<file path="src/rtl/retry_line_drv.sv">
`timescale 1ns/1ps
module retry_line_drv #(
  parameter int LEAD_CYC = 2,
  localparam int CW = (LEAD_CYC > 2) ? $clog2(LEAD_CYC) : 1
) (
  input  logic clk,
  input  logic rst,
  input  logic bus_tick,
  input  logic tenure_start_i,
  input  logic addr_ack_i,
  input  logic retry_req_i,
  input  logic pchg_dis_i,
  output logic line_oe_o,
  output logic line_val_o
);

  typedef enum logic [2:0] {S_IDLE, S_WAIT, S_LOW, S_FLOAT, S_HIGH} st_t;

  st_t          st;
  logic [CW-1:0] cnt;
  logic          req_seen, ack_seen, start_q, half;

  wire start_now = bus_tick & (tenure_start_i | start_q);
  wire go        = req_seen | retry_req_i;
  wire decide    = (cnt == CW'(LEAD_CYC - 1));

  assign line_oe_o  = (st == S_LOW) || (st == S_HIGH);
  assign line_val_o = (st != S_LOW);

  always_ff @(posedge clk) begin
    if (rst) begin
      st       <= S_IDLE;
      cnt      <= '0;
      req_seen <= 1'b0;
      ack_seen <= 1'b0;
      start_q  <= 1'b0;
      half     <= 1'b0;
    end else begin
      if (bus_tick && tenure_start_i && st != S_IDLE)
        start_q <= 1'b1;
      case (st)
        S_IDLE: if (start_now) begin
          st       <= S_WAIT;
          cnt      <= '0;
          req_seen <= 1'b0;
          ack_seen <= 1'b0;
          start_q  <= 1'b0;
        end
        S_WAIT: if (bus_tick) begin
          if (decide) begin
            st       <= go ? S_LOW : S_IDLE;
            ack_seen <= ack_seen | addr_ack_i;
          end else begin
            cnt      <= cnt + 1'b1;
            req_seen <= go;
            ack_seen <= ack_seen | addr_ack_i;
          end
        end
        S_LOW: if (bus_tick) begin
          if (ack_seen) st <= pchg_dis_i ? S_IDLE : S_FLOAT;
          else if (addr_ack_i) ack_seen <= 1'b1;
        end
        S_FLOAT: begin
          st   <= S_HIGH;
          half <= 1'b0;
        end
        S_HIGH: begin
          if (half) st <= S_IDLE;
          half <= ~half;
        end
        default: st <= S_IDLE;
      endcase
    end
  end

  wire drv_low  = line_oe_o & ~line_val_o;
  wire drv_high = line_oe_o & line_val_o;

  p_low_starts_on_tick_r3: assert property (@(posedge clk) disable iff (rst)
    $rose(drv_low) |-> $past(bus_tick));

  p_low_ends_on_tick_r5: assert property (@(posedge clk) disable iff (rst)
    $fell(drv_low) |-> $past(bus_tick));

  p_float_after_low_r6: assert property (@(posedge clk) disable iff (rst)
    $fell(drv_low) |-> !line_oe_o);

  p_high_follows_float_r7: assert property (@(posedge clk) disable iff (rst)
    ($fell(drv_low) && !$past(pchg_dis_i)) |=> drv_high);

  p_high_two_cycles_r7: assert property (@(posedge clk) disable iff (rst)
    $rose(drv_high) |=> drv_high);

  p_high_then_release_r7: assert property (@(posedge clk) disable iff (rst)
    ($past(drv_high) && drv_high) |=> !line_oe_o);

  p_no_high_when_disabled_r8: assert property (@(posedge clk) disable iff (rst)
    ($fell(drv_low) && $past(pchg_dis_i)) |=> !line_oe_o);

  p_high_only_after_low_r6: assert property (@(posedge clk) disable iff (rst)
    $rose(drv_high) |-> $past(!line_oe_o, 1) && $past(drv_low, 2));

endmodule

</file>
<file path="config.mk">
export PLATFORM = sky130hd
export DESIGN_NAME = retry_line_drv
export DESIGN_NICKNAME = d
export VERILOG_FILES = /design/src/rtl/retry_line_drv.sv
export SDC_FILE = /design/constraint.sdc
export NUM_CORES = 1
export LEC_CHECK = 0
export CORE_AREA = 2 2 42 54
export CTS_BUF_LIST = sky130_fd_sc_hd__clkbuf_8
export CTS_CLUSTER_SIZE = 16
export DETAILED_ROUTE_END_ITERATION = 7
export DIE_AREA = 0 0 44 56
export GPL_ROUTABILITY_DRIVEN = 0
export HOLD_SLACK_MARGIN = 0.08
export PLACE_DENSITY = 0.46
export SKIP_CTS_REPAIR_TIMING = 1
export SLEW_MARGIN = 20
export SYNTH_ARGS = -nofsm -noshare
export SYNTH_HDL_FRONTEND = slang
export SYNTH_SLANG_ARGS = --single-unit
</file>
<file path="constraint.sdc">
create_clock -name clk -period 2.42 [get_ports clk]
set_clock_uncertainty 0.15 [all_clocks]
set_input_delay 0.363 -clock clk [delete_from_list [all_inputs] [get_ports clk]]
set_output_delay 0.363 -clock clk [all_outputs]
set_load 0.02 [all_outputs]
</file>
==> results.yml, run 1 <==
outcome:
  run_status: "finished clean"
sta:
  finalCriticalPeriod_ns: 2.170
  setup_slack_ns: 0.2503
  fin_tns_setup_ns: 0
  timing_worst_slew_pin_value_ns: 0.3571
  slew_viol_final: 0
  finalHoldViolCount: 0
  slew_headroom_pct: 75.58
  grt_setup_unrepaired: "no"
  timing.fmax_ghz: 0.4609
  whs_ns: 0.3565
  setup_viol: 0
  period_share_pct: 89.66
critical_path:
  worstSetupPathType: "flip-flop to output port"
  cp_data_arrival_time_ns: 1.66
  path_max_fanout: 9
  worstSetupEndpointType: "output port"
  startpoint_type: "flip-flop"
  cp_data_required_time_ns: 1.91
detailed_routing:
  wl_per_cell_microns: 12.22
  dr.pass1.iters: 4
  viasPerCell: 5.188
  ant_nets: 0
  drc_errors: 0
  drt-initial-drc-count: 1
  routed_wl_mm: 1.039
  num_vias: 441
logic_synthesis:
  synth_common_cells: "dfxtp_1 (8), a21oi_1 (7), nor2_1 (5)"
  synth_xor_area_share_pct: 0
  synth.area.top_cells: "dfxtp_1 (34%), a21oi_1 (7.5%), nor3_1 (4.3%)"
  synthArstFlopShare_pct: 0
  synth_seq_cells: 8
  netlist_area_sq_um: 465.4
  synthAdderAreaFrac_pct: 0
  syn-num-nets: 62
  synth_cell_types: 28
  synthFlopType: "dfxtp_1"
  synth_top_cell_by_area: "dfxtp_1"
  synth_top_cell_area_share_pct: 34.41
  synth_area_per_cell_sq_um: 8.463
  synth.most_common_cell: "dfxtp_1"
  ys_warn_count: 0
  synthSimpleGateAreaFrac_pct: 25.54
  syn_inst: 55
  synth-compound-area-share_pct: 32.80
  ys_seq_area_share_pct: 34.41
  synth_top_family_by_area: "compound AO/OA/AOI/OAI gates"
  synth_edf_count: 0
  synthMuxAreaShare_pct: 0
power:
  p_leak_nw: 0.2180
  internal-power_mw: 0.2907
  power.clock.fraction_pct: 39.7
  seq_power_share_pct: 38.8
  power.density_nw_per_um2: 639.0
  ir_worst_vdd_v: 0.0002326
  p_comb_share_pct: 21.5
  switching_share_pct: 25.17
  p_sw_mw: 0.09782
placement:
  hpwl_microns: 780.3
  numPortBuffers: 8
  dpl-instance-area_sq_um: 566.8
  dp_slack_ns: 0.2587
floorplan:
  dieWidth_microns: 44
  die_h_microns: 56
  start_util_pct: 24.03
  io_pins: 9
  core_sq_um: 1937
  die_area_sq_um: 2464
  rows: 18
clocking:
  cts_buffers: 3
  clk_path_buf_depth: 2
  worstSkewPairLatency_ns: 0.22
  cts_root_buf: "clkbuf_8"
  htreeDepth: 1
  cts_sinks: 8
  path_clk_slew_ns: 0.04
  cts_tree: "done"
layout:
  nets: 74
  design_area_sq_um: 608.1
  areaGrowthSynthToFinish_pct: 30.65
  layout-drive-gt1-share_pct: 18.46
  n_antenna_cell: 0
  n_fill_cell: 208
min_path:
  hp-class: "flip-flop to flip-flop"
grt:
  grt-ovfl-total: 0
  grt_pass1_wl_mm: 1.863
  antenna_found_initial: 0
  grtUsageTotal_pct: 10.00
  grt_max_degree: 11
  first_global_vias: 427
flow_run:
  drv_cap: 0
[final timing paths]
path                            slack [ns]  cells after the start               start                 end
worst min register to register        0.36                      2   half$_SDFFE_PP0P_   half$_SDFFE_PP0P_
worst min-delay path                  0.36                      2   half$_SDFFE_PP0P_   half$_SDFFE_PP0P_
worst max-delay path                  0.25                      3  st[2]$_SDFFE_PP0P_           line_oe_o
worst max register to register        0.50                      5  st[0]$_SDFFE_PP0P_  st[0]$_SDFFE_PP0P_
[critical path: stages, from the launching register on]
cell and delay, ns:
dfxtp_1 0.37, or2b_1 0.31, a21oi_1 0.15, clkdlybuf4s50_1 0.61
[stage by stage]
stage          std cells  util [%]  power [mW]
6_report              85     31.40      0.3886
5_1_grt               85     31.40      0.4160
4_1_cts               85     31.40      0.3956
3_5_place_dp          82     29.26      0.2358
3_3_place_gp          82     29.26      0.2376
2_1_floorplan         55         -      0.2072
[placed cells by master, fill, tap and decap left out, types with 2 or more instances in the layout]
| cell | n |
|---|---|
| dfxtp_1 | 8 |
| a21oi_1 | 7 |
| buf_4 | 2 |
| nor3_1 | 4 |
| or4b_2 | 2 |
| inv_1 | 4 |
| a2111oi_0 | 2 |
| nor2_1 | 5 |
| clkbuf_8 | 3 |
| or2b_1 | 2 |
| o21ai_0 | 2 |
| clkdlybuf4s50_1 | 8 |
[registers in the layout, indices dropped and copies added (netlist names)]
| register | flops |
|---|---|
| cnt | 1 |
| ack_seen | 1 |
| st | 3 |
| req_seen | 1 |
| half | 1 |
| start_q | 1 |
[kinds of logic after synthesis]
family	count (synthesis)
buf+inv	7
flops	8
compound gates	21
simple gates	19
[cell type report]
type	count	area (sq um)	area share (%)
inverter	4	15.01	2.469
timing repair buffer	10	95.09	15.64
clock buffer	3	41.29	6.790
tap	20	25.02	4.115
sequential	8	160.2	26.34
multi-input combinational	40	271.5	44.65
[layer usage]
layer,share of wire (%),wire length (microns),GRT usage [%],vias to the layer above
met1,47,486,11.84,204
met5,0,0,0,-
met4,1.8,19,7.792,0
met2,49,504,15.13,8
met3,2.8,29,1.948,2
li1,-,-,-,227
[power by group through the flow]
| stage | clock (mW) | sequential [mW] | combinational, mW |
|---|---|---|---|
| 3_3_place_gp | 0 | 0.153 | 0.0844 |
| 2_1_floorplan | 0 | 0.148 | 0.0588 |
| 3_5_place_dp | 0 | 0.153 | 0.0833 |
| 5_1_grt | 0.171 | 0.152 | 0.0937 |
| 6_report | 0.154 | 0.151 | 0.0835 |
| 4_1_cts | 0.161 | 0.151 | 0.0836 |
Power figures use the tool's default switching activity.
==> run 2: changes to the inputs <==
Settings changed: ABC_CLOCK_PERIOD_IN_PS set to 2420.
==> results of run 2 <==
Same layout as run 1: the final DEF is identical, and so are final timing and power.
